--- src/rtl/wtc_pkg.sv ---
`timescale 1ns/1ps
// Shared types for the waveform timer channel.
// Assumes: the mode word layout below is the one software writes at address 0.
package wtc_pkg;

    typedef enum logic [1:0] {
        ACT_NONE = 2'd0,
        ACT_SET  = 2'd1,
        ACT_CLR  = 2'd2,
        ACT_TGL  = 2'd3
    } act_e;

    // Mode word, most significant field first.
    typedef struct packed {
        logic       rsvd;      // [31]
        logic       dis_rc;    // [30] switch clock off on C match
        logic       stop_rc;   // [29] stop counter on C match
        logic       trig_en;   // [28] external event restarts counter
        logic [1:0] ev_src;    // [27:26]
        logic [1:0] ev_edge;   // [25:24] bit0 rising, bit1 falling
        logic [1:0] wsel;      // [23:22] bit0 up-down, bit1 C is period
        logic [1:0] gate;      // [21:20]
        logic       inv;       // [19]
        logic [2:0] clk_src;   // [18:16]
        act_e       b_sw;      // [15:14]
        act_e       b_ext;     // [13:12]
        act_e       b_rc;      // [11:10]
        act_e       b_rb;      // [9:8]
        act_e       a_sw;      // [7:6]
        act_e       a_ext;     // [5:4]
        act_e       a_rc;      // [3:2]
        act_e       a_ra;      // [1:0]
    } mode_t;

endpackage

--- src/rtl/wtc_edge_pick.sv ---
`timescale 1ns/1ps
// Selects one of N sampled lines and emits a one-cycle pulse on its rising
// and/or falling edge. Assumes the lines are already synchronous to clk.
module wtc_edge_pick #(
    parameter int N  = 8,
    localparam int SW = (N > 1) ? $clog2(N) : 1
) (
    input  logic          clk,
    input  logic          rst_n,
    input  logic [N-1:0]  sig,
    input  logic [SW-1:0] sel,
    input  logic          on_rise,
    input  logic          on_fall,
    output logic          pulse
);
    logic cur;
    logic prev_q;

    assign cur = sig[sel];

    // Remember the selected line's last sampled level.
    always_ff @(posedge clk) begin
        if (!rst_n) prev_q <= 1'b0;
        else        prev_q <= cur;
    end

    assign pulse = (on_rise & cur & ~prev_q) | (on_fall & ~cur & prev_q);

endmodule

--- src/rtl/wtc_counter.sv ---
`timescale 1ns/1ps
// Counter core: counting laws, restart, stop and clock on/off, compare
// matches. Assumes tick and trig are single-cycle pulses on clk.
module wtc_counter #(
    parameter int CNT_W = 16
) (
    input  logic             clk,
    input  logic             rst_n,
    input  logic             tick,
    input  logic             trig,
    input  logic             cmd_en,
    input  logic             cmd_dis,
    input  logic [1:0]       wsel,
    input  logic             stop_rc,
    input  logic             dis_rc,
    input  logic [CNT_W-1:0] ra,
    input  logic [CNT_W-1:0] rb,
    input  logic [CNT_W-1:0] rc,
    output logic [CNT_W-1:0] cnt,
    output logic             m_ra,
    output logic             m_rb,
    output logic             m_rc
);
    localparam logic [CNT_W-1:0] TOP = '1;

    logic             en_q, run_q, up_q;
    logic [CNT_W-1:0] cnt_q, nxt, lim;
    logic             nxt_up, adv;

    assign adv = en_q & run_q & tick & ~trig;
    assign lim = wsel[1] ? rc : TOP;

    // Next count and direction under the selected counting law.
    always_comb begin
        nxt_up = up_q;
        nxt    = cnt_q + 1'b1;
        if (!wsel[0]) begin
            nxt_up = 1'b1;
            if (wsel[1] && cnt_q == rc) nxt = '0;
        end else if (up_q) begin
            if (cnt_q == lim) begin
                nxt_up = 1'b0;
                nxt    = cnt_q - 1'b1;
            end
        end else if (cnt_q == '0) begin
            nxt_up = 1'b1;
        end else begin
            nxt = cnt_q - 1'b1;
        end
    end

    assign m_ra = adv & (nxt == ra);
    assign m_rb = adv & (nxt == rb);
    assign m_rc = adv & (nxt == rc);

    // Count register with restart taking precedence over stepping.
    always_ff @(posedge clk) begin
        if (!rst_n) begin
            cnt_q <= '0;
            up_q  <= 1'b1;
        end else if (trig) begin
            cnt_q <= '0;
            up_q  <= 1'b1;
        end else if (adv) begin
            cnt_q <= nxt;
            up_q  <= nxt_up;
        end
    end

    // Clock on/off state: disable command first, then enable, then C match.
    always_ff @(posedge clk) begin
        if (!rst_n)                en_q <= 1'b0;
        else if (cmd_dis)          en_q <= 1'b0;
        else if (cmd_en)           en_q <= 1'b1;
        else if (dis_rc && m_rc)   en_q <= 1'b0;
    end

    // Started/stopped state: trigger starts, C match stops when asked.
    always_ff @(posedge clk) begin
        if (!rst_n)                run_q <= 1'b0;
        else if (trig)             run_q <= 1'b1;
        else if (stop_rc && m_rc)  run_q <= 1'b0;
    end

    assign cnt = cnt_q;

    p_idle_hold_r13: assert property (@(posedge clk) disable iff (!rst_n)
        (!(en_q && run_q) && !trig) |=> $stable(cnt_q));
    p_trig_zero_r8: assert property (@(posedge clk) disable iff (!rst_n)
        trig |=> (cnt_q == '0));
    p_stop_rc_r7: assert property (@(posedge clk) disable iff (!rst_n)
        (stop_rc && m_rc) |=> !run_q);
    p_step_size_r5: assert property (@(posedge clk) disable iff (!rst_n)
        adv |=> ((cnt_q == $past(cnt_q) + 1'b1) || (cnt_q == $past(cnt_q) - 1'b1)
                 || (cnt_q == '0)));

endmodule

--- src/rtl/wtc_wave_out.sv ---
`timescale 1ns/1ps
// One waveform output: applies the action of the highest-ranked active event.
// ev/acts order: [3] software, [2] external, [1] C match, [0] A/B match.
module wtc_wave_out
    import wtc_pkg::*;
(
    input  logic       clk,
    input  logic       rst_n,
    input  logic       hold,
    input  logic [3:0] ev,
    input  logic [7:0] acts,
    output logic       q
);
    act_e sel;
    logic q_r;

    // Pick the action; higher index overrides lower.
    always_comb begin
        sel = ACT_NONE;
        for (int i = 0; i < 4; i++) begin
            if (ev[i] && act_e'(acts[2*i +: 2]) != ACT_NONE) sel = act_e'(acts[2*i +: 2]);
        end
    end

    // Output level register.
    always_ff @(posedge clk) begin
        if (!rst_n) q_r <= 1'b0;
        else if (!hold) begin
            case (sel)
                ACT_SET: q_r <= 1'b1;
                ACT_CLR: q_r <= 1'b0;
                ACT_TGL: q_r <= ~q_r;
                default: q_r <= q_r;
            endcase
        end
    end

    assign q = q_r;

    p_quiet_hold_r10: assert property (@(posedge clk) disable iff (!rst_n)
        (ev == 4'b0000) |=> $stable(q_r));

endmodule

--- src/rtl/wtc_channel.sv ---
`timescale 1ns/1ps
// Waveform timer channel top: register port, tick and event selection,
// counter core and the two waveform outputs.
// Assumes all inputs are synchronous to clk.
module wtc_channel
    import wtc_pkg::*;
#(
    parameter int CNT_W = 16
) (
    input  logic             clk,
    input  logic             rst_n,
    input  logic             wr_en,
    input  logic [1:0]       wr_addr,
    input  logic [31:0]      wr_data,
    input  logic             wp_en,
    input  logic [4:0]       int_clk,
    input  logic [2:0]       xc,
    input  logic             tio_b_in,
    input  logic             sw_trig,
    input  logic             cmd_en,
    input  logic             cmd_dis,
    output logic [CNT_W-1:0] cnt_o,
    output logic             wave_a,
    output logic             wave_b,
    output logic             wave_b_oe
);
    localparam int NOUT = 2;

    mode_t            mode_q;
    logic [CNT_W-1:0] ra_q, rb_q, rc_q;
    logic             raw_tick, tick, ev_pulse, trig;
    logic             m_ra, m_rb, m_rc;
    logic [3:0]       gate_v;
    logic [3:0]       ev_v   [NOUT];
    logic [7:0]       act_v  [NOUT];
    logic             hold_v [NOUT];
    logic             q_v    [NOUT];
    logic             unused_bits;

    assign unused_bits = ^{wr_data[31:CNT_W], mode_q.rsvd};

    // Register write port; only the mode word honours write protection.
    always_ff @(posedge clk) begin
        if (!rst_n) begin
            mode_q <= '0;
            ra_q   <= '0;
            rb_q   <= '0;
            rc_q   <= '0;
        end else if (wr_en) begin
            case (wr_addr)
                2'd0:    if (!wp_en) mode_q <= mode_t'(wr_data);
                2'd1:    ra_q <= wr_data[CNT_W-1:0];
                2'd2:    rb_q <= wr_data[CNT_W-1:0];
                default: rc_q <= wr_data[CNT_W-1:0];
            endcase
        end
    end

    wtc_edge_pick #(.N(8)) u_tick (
        .clk     (clk),
        .rst_n   (rst_n),
        .sig     ({xc, int_clk}),
        .sel     (mode_q.clk_src),
        .on_rise (~mode_q.inv),
        .on_fall (mode_q.inv),
        .pulse   (raw_tick)
    );

    assign gate_v = {xc, 1'b1};
    assign tick   = raw_tick & gate_v[mode_q.gate];

    wtc_edge_pick #(.N(4)) u_event (
        .clk     (clk),
        .rst_n   (rst_n),
        .sig     ({xc, tio_b_in}),
        .sel     (mode_q.ev_src),
        .on_rise (mode_q.ev_edge[0]),
        .on_fall (mode_q.ev_edge[1]),
        .pulse   (ev_pulse)
    );

    assign trig = sw_trig | (mode_q.trig_en & ev_pulse);

    wtc_counter #(.CNT_W(CNT_W)) u_cnt (
        .clk     (clk),
        .rst_n   (rst_n),
        .tick    (tick),
        .trig    (trig),
        .cmd_en  (cmd_en),
        .cmd_dis (cmd_dis),
        .wsel    (mode_q.wsel),
        .stop_rc (mode_q.stop_rc),
        .dis_rc  (mode_q.dis_rc),
        .ra      (ra_q),
        .rb      (rb_q),
        .rc      (rc_q),
        .cnt     (cnt_o),
        .m_ra    (m_ra),
        .m_rb    (m_rb),
        .m_rc    (m_rc)
    );

    assign ev_v[0]   = {sw_trig, ev_pulse, m_rc, m_ra};
    assign act_v[0]  = {mode_q.a_sw, mode_q.a_ext, mode_q.a_rc, mode_q.a_ra};
    assign hold_v[0] = 1'b0;
    assign ev_v[1]   = {sw_trig, ev_pulse, m_rc, m_rb};
    assign act_v[1]  = {mode_q.b_sw, mode_q.b_ext, mode_q.b_rc, mode_q.b_rb};
    assign hold_v[1] = (mode_q.ev_src == 2'd0);

    for (genvar g = 0; g < NOUT; g++) begin : g_out
        wtc_wave_out u_out (
            .clk   (clk),
            .rst_n (rst_n),
            .hold  (hold_v[g]),
            .ev    (ev_v[g]),
            .acts  (act_v[g]),
            .q     (q_v[g])
        );
    end

    assign wave_a    = q_v[0];
    assign wave_b    = q_v[1];
    assign wave_b_oe = (mode_q.ev_src != 2'd0);

    p_wp_lock_r2: assert property (@(posedge clk) disable iff (!rst_n)
        (wr_en && wr_addr == 2'd0 && wp_en) |=> $stable(mode_q));
    p_b_input_hold_r12: assert property (@(posedge clk) disable iff (!rst_n)
        (mode_q.ev_src == 2'd0) |=> $stable(wave_b));

endmodule

--- config.mk ---
export PLATFORM = sky130hd
export DESIGN_NAME = wtc_channel
export DESIGN_NICKNAME = d
export VERILOG_FILES = /design/src/rtl/wtc_pkg.sv /design/src/rtl/wtc_edge_pick.sv /design/src/rtl/wtc_counter.sv /design/src/rtl/wtc_wave_out.sv /design/src/rtl/wtc_channel.sv
export SDC_FILE = /design/constraint.sdc
export NUM_CORES = 1
export LEC_CHECK = 0
export BUFFER_PORTS_ARGS = -buffer_cell sky130_fd_sc_hd__buf_2
export CELL_PAD_IN_SITES_DETAIL_PLACEMENT = 1
export CELL_PAD_IN_SITES_GLOBAL_PLACEMENT = 2
export CORE_MARGIN = 1
export CORE_UTILIZATION = 38
export CTS_CLUSTER_DIAMETER = 30
export DETAILED_ROUTE_END_ITERATION = 7
export PLACE_DENSITY = 0.95
export SYNTH_ARGS = -nofsm -noshare
export SYNTH_HDL_FRONTEND = slang
export SYNTH_SLANG_ARGS = --single-unit
--- constraint.sdc ---
create_clock -name clk -period 8 [get_ports clk]
set_input_delay 0.4 -clock clk [delete_from_list [all_inputs] [get_ports clk]]
set_output_delay 0.4 -clock clk [all_outputs]
set_load 0.02 [all_outputs]
# [After elaboration in Yosys (flattened, before gate mapping)]
# Index checks and enable logic that the tools add are counted.
[word_totals] in_bits=50 latch_bits=0 regBits=102 n_memories=0 rom_bits=0 out_inout_bits=19 mem_bits_rw=0 word_cells=142
[op_classes] multipliers=0 order_cmp=3 bitwise=31 div_mod_pow=0 shifts=0 eq_ne=13 n_mux=30 addsub=2 n_reduce_logical=35
[op_table] op="$mux 16" n=6
[op_table] op="$eq 16x16->1" n=5
[op_table] op="$reduce_bool 2->1" n=11
[op_table] op="$add 16x1->16 const B" n=1
[op_table] op="$and 1x1->1" n=16
[op_table] op="$logic_not 16->1" n=1
[op_table] op="$mux 2" n=8
[op_table] op="$sub 16x1->16 const B" n=1
[op_table] op="$not 1->1" n=12
[op_table] op="$logic_and 1x1->1" n=11
[op_table] op="$mux 1" n=11
[op_table] op="$eq 2x2->1 const B" n=5
[op_table] op="$reduce_and 2->1" n=4
[op_table] op="$eq 2x1->1 const B" n=3
[op_table] op="$lt 2x3->1 const B" n=2
[op_table] op="$pmux 1 s3" n=2
[op_table] op="$reduce_bool 3->1" n=2
[op_table] op="$bmux 1 s2" n=2
[op_table] op="$logic_not 2->1" n=2
[op_table] op="$lt 3x4->1 const B" n=1
[op_table] op="$reduce_or 2->1" n=2
[op_table] op="$bmux 1 s3" n=1
[op_table] op="$or 1x1->1" n=3
[op_table] op="$reduce_and 3->1" n=1
[op_table] op="$reduce_or 3->1" n=1

# [Logic depth before layout (Yosys ltp)]
[logic_depth] ltp_word=19 depth_mapped=18

# [Modules after synthesis]
# From an unflattened synthesis, not the netlist that was laid out.
[unflattened] cells_unflattened=776 area_unflattened_um2=6500.0
[by_module_without_submodules] module="wtc_counter" area_each_um2=3025.4 instances=1 cells_each=423
[by_module_without_submodules] module="wtc_channel" area_each_um2=3024.2 instances=1 cells_each=301
[by_module_without_submodules] module="wtc_wave_out" area_each_um2=132.6 instances=2 cells_each=17
[by_module_without_submodules] module="wtc_edge_pick (u_tick)" area_each_um2=115.1 instances=1 cells_each=12
[by_module_without_submodules] module="wtc_edge_pick (u_event)" area_each_um2=70.1 instances=1 cells_each=6

# [Worst setup path before layout]
# Ideal clock, no wire load.
[synth_timing] path_type="register to register" startpoint="reg u_cnt.cnt_q[6] (netlist: u_cnt.cnt[6])" endpoint="reg g_out[0].u_out.q_r" setup_ps=120 arrival_ps=3787 required_ps=7880 path_stages_with_launch=16 synth_period_minus_slack_ps=3907 setup_slack_ps=4093 path_cell_list="dfxtp_1 -> buf_6 -> or4_4 -> buf_6 -> or4_4 -> buf_6 -> o21a_1 -> buf_6 -> or4_1 -> o211ai_4 -> xor2_1 -> nor3_2 -> nand4_1 -> o311ai_1 -> a21oi_1 -> a211o_1"
[synth_between] elab_chain_cells=13 word_cells_on_any_way=26 classes_between="2 x add/sub; 7 x eq/ne; 10 x mux; 2 x bitwise; 5 x reduce/logical"
[synth_rtl] element="from (decl)" line="wtc_counter.sv:27" source="logic [CNT_W-1:0] cnt_q, nxt, lim;"
[synth_rtl] element="from (signal assigned)" line="wtc_counter.sv:65" source="cnt_q <= nxt;"
[synth_rtl] element="$sub 16x1->16 (tied with other cells)" line="wtc_counter.sv:43, wtc_counter.sv:48"
[synth_rtl] element="$mux 16 (tied with other cells)" line="wtc_counter.sv:45" source="end else if (cnt_q == '0) begin"
[synth_rtl] element="$mux 16, on equally long branches" line="wtc_counter.sv:40, wtc_counter.sv:39"
[synth_rtl] element="$mux 16 *" line="wtc_counter.sv:37" source="if (!wsel[0]) begin"
[synth_rtl] element="$eq 16x16->1" line="wtc_counter.sv:52" source="assign m_ra = adv & (nxt == ra);"
[synth_rtl] element="$and 1x1->1" line="wtc_counter.sv:52"
[synth_rtl] element="$logic_and 1x1->1" line="wtc_wave_out.sv:21" source="if (ev[i] && act_e'(acts[2*i +: 2]) != ACT_NONE) sel = act_e'(acts[2*i +: 2]);"
[synth_rtl] element="$mux 2" line="wtc_wave_out.sv:21"
[synth_rtl] element="$mux 2 * (3 in a row)" line="wtc_wave_out.sv:21"
[synth_rtl] element="$eq 2x2->1 / $eq 2x1->1 (equally long branches)" line="wtc_wave_out.sv:29" source="case (sel)"
[synth_rtl] element="$pmux 1 s3 / $reduce_bool 3->1 (equally long branches)"
[synth_rtl] element="to (signal assigned)" line="wtc_wave_out.sv:32" source="ACT_TGL: q_r <= ~q_r;"
[synth_rtl] element="to (signal assigned)" line="wtc_wave_out.sv:33" source="default: q_r <= q_r;"
[synth_rtl] element="to (decl)" line="wtc_wave_out.sv:15" source="logic q_r;"
# Mark *: on every way between the ends. The rest lies on a longest branch, timed or not.
# A chain may end at the register's enable or synchronous reset.

# [Worst setup path after layout]
[layout_timing] startpoint="reg u_cnt.cnt_q[11] (netlist: u_cnt.cnt[11])" endpoint="reg g_out[0].u_out.q_r"
# Same word-level chain as after synthesis.

==> results.json <==
{
  "antenna_found_initial": 0,
  "worst_r2r_endpoint": "g_out[0].u_out.q",
  "min_from": "cmd_en",
  "netlist_area_um2": 7000,
  "min_to": "u_cnt.en_q",
  "wl_um": 25000,
  "clockRootBuffer": "clkbuf_16",
  "leakagePower_nw": 2.61,
  "min_period_ns": 5.18,
  "end_kind": "flop",
  "fin_cells": 1174,
  "num_io_pins": 69,
  "overflow": 0,
  "drt_iter0_drc": 524,
  "ys.warnings.count": 0,
  "synth_flop_cell": "dfxtp_1",
  "synth_top_area_share_pct": 29.2,
  "drv_cap": 0,
  "cts_sinks": 102,
  "gp_routability_congestion": 0.930,
  "setup_viol_count_final": 0,
  "final_common_cell": "nand2_1",
  "crit_path_start_kind": "flop",
  "hpwlAfterDp_um": 18200,
  "post_cts_buffers": 0,
  "seq_area_frac_synth_pct": 29.2,
  "synth.area.top_cells": "dfxtp_1, nand2_1, a21boi_0, xnor2_1, nor2_1",
  "r2r_cells": 11,
  "io_buffers": 67,
  "fmax_mhz": 193,
  "cp.required_ns": 8.25,
  "synth_edf_count": 0,
  "final_cell_mix": "nand2_1, dfxtp_1, a21boi_0, buf_2, nor2_1",
  "ctsLongestPathBuffers": 2,
  "core-area_um2": 18000,
  "drive_gt1_share_pct": 14.6,
  "cts_resized": 0,
  "syn_nets": 973,
  "p_per_area_nw_per_um2": 146,
  "synthCells": 921,
  "grt_pass1_wl_um": 38700,
  "yosys.area.top_type": "dfxtp_1",
  "cp_data_arrival_time_ns": 5.42,
  "path_clk_slew_ns": 0.08,
  "max-slew-margin-rel_pct": 24.1,
  "nNetsFinal": 992,
  "multiInputGateArea_um2": 4570,
  "hold_viol": 0,
  "avgRoutedWirePerCell_um": 21.3,
  "via_per_inst": 6.02,
  "num_antenna_cells": 0,
  "vias": 7069,
  "rr_startpoint": "u_cnt.cnt[11]",
  "die_x_um": 138,
  "grt_pass1_vias": 6866,
  "path_max_fanout": 27,
  "placementRows": 49,
  "worstSetupPathType": "flop to flop",
  "fill_cells": 2275,
  "fin_skew_ns": 0.0112,
  "cts_hold_buf": 0,
  "h-tree-depth": 3,
  "hold-path-cell-count": 3,
  "area_growth_pct": 9.73,
  "drtAntennaViolNets": 0,
  "grt_max_degree": 91,
  "rsz0062_at_grt": "false",
  "peakVddDrop_mv": 0.112,
  "hold_path.class": "input port to flop",
  "ys_seq_elements": 102,
  "dpl.cell_count": 1158,
  "async_reset_ff_share_pct": 0,
  "insertion_delay_ns": 0.36,
  "gr-usage-all-layers_pct": 27.2,
  "fin_tns_setup_ns": 0,
  "first_pass_iters": 5,
  "die_area_um2": 19000,
  "ff2ff_setup_slack_ns": 2.82,
  "cts_made_buffers": 9,
  "status": "completed",
  "cts_tree": "done",
  "start_util_pct": 38.8,
  "regArea_um2": 2040,
  "synth_cell_types": 87,
  "syn_area_per_cell_um2": 7.60,
  "tightest_slew_ns": 1.13,
  "maxSlewViolCount": 0,
  "drc": 0,
  "period_share_pct": 64.7,
  "die_y_um": 138
}
## synth_stat cells, types with 6 or more instances
master	number
o2111ai_1	11
nor3_1	26
buf_6	6
o21ai_0	27
xor2_1	12
a31oi_1	7
nand3_1	21
o211ai_1	6
o22ai_1	6
nor4_1	11
inv_1	17
dfxtp_1	102
nor2b_1	14
a21boi_0	81
and4_1	7
or2_2	6
nand4_1	22
or4_1	8
mux2i_1	9
nor2_1	49
buf_2	15
nand2b_1	21
clkbuf_1	43
nand2_1	217
or3_1	14
a21oi_1	25
xnor2_1	25
## per-stage QoR
stage | setup WS (ns) | util, % | area, µm² | hold slack, ns | total power (W)
after CTS | 2.91 | 42.6 | 7680 | 0.252 | 0.00113
final | 2.82 | 42.6 | 7680 | 0.263 | 0.00112
after global routing | 2.47 | 42.6 | 7680 | 0.280 | 0.00116
after detailed placement | 2.95 | 40.8 | 7360 | 0.466 | 0.000655
after global placement | 3.05 | 40.8 | 7360 | 0.454 | 0.000651
after floorplan | 4.09 | - | 7000 | 0.443 | 0.000610
## final cells by class
cell class	instances	share of cell area (%)
flip-flops and latches	102	26.6
clock buffers	10	3.11
well taps	229	3.73
inverters	17	0.831
multi-input cells	734	59.5
clock inverters	6	1.01
repair buffers	76	5.25
## registers in the layout, indices dropped and copies added, names as in the netlist
register,flops
act_v,16
g_out.u_out.q,2
mode_q,15
ra_q,16
rb_q,16
rc_q,16
u_cnt.cnt,16
u_cnt.en_q,1
u_cnt.run_q,1
u_cnt.up_q,1
u_event.prev_q,1
u_tick.prev_q,1
## where the power goes
part	internal (W)	switching (W)
combinational	0.0000437	0.0000653
sequential	0.000520	0.0000155
clock	0.000257	0.000221
total	0.000821	0.000301
## layer usage
| layer | wire, µm | global-route usage (%) | vias to the layer above |
|---|---|---|---|
| met1 | 11300 | 36.1 | 3457 |
| met5 | 0 | 0 | - |
| met2 | 11400 | 42.9 | 228 |
| li1 | - | - | 3333 |
| met4 | 667 | 9.72 | 0 |
| met3 | 1650 | 6.00 | 51 |
## critical path, stage by stage (launching register included)
cell       delay (ns)
dfxtp_1          0.90
nor2b_1          0.22
a2111oi_2        0.78
and4_1           1.05
nor4_1           0.13
nor3_2           0.58
xor2_1           0.24
and3_1           0.21
nand4_1          0.22
o311ai_1         0.34
a21oi_1          0.10
a211o_1          0.26
## cell families after synthesis
| logic type | Yosys count | synth area share [%] |
|---|---|---|
| mux | 17 | 3.06 |
| xor+xnor | 39 | 5.10 |
| compound gates | 230 | 25.2 |
| flops | 102 | 29.2 |
| simple gates | 446 | 31.5 |
| buf+inv | 85 | 5.63 |
| fa+ha+maj | 2 | 0.358 |
## worst max-delay path by stage
stage / from / endpoint / cells past startpoint
2_1_floorplan: u_cnt.cnt[6] / g_out[0].u_out.q / 15
3_3_place_gp: u_cnt.cnt[11] / g_out[0].u_out.q / 11
3_5_place_dp: u_cnt.cnt[11] / g_out[0].u_out.q / 13
4_1_cts: u_cnt.cnt[11] / g_out[0].u_out.q / 11
5_1_grt: u_cnt.cnt[11] / g_out[0].u_out.q / 13
6_report: u_cnt.cnt[11] / g_out[0].u_out.q / 11
Note: power is estimated with default switching activity, not from simulation.
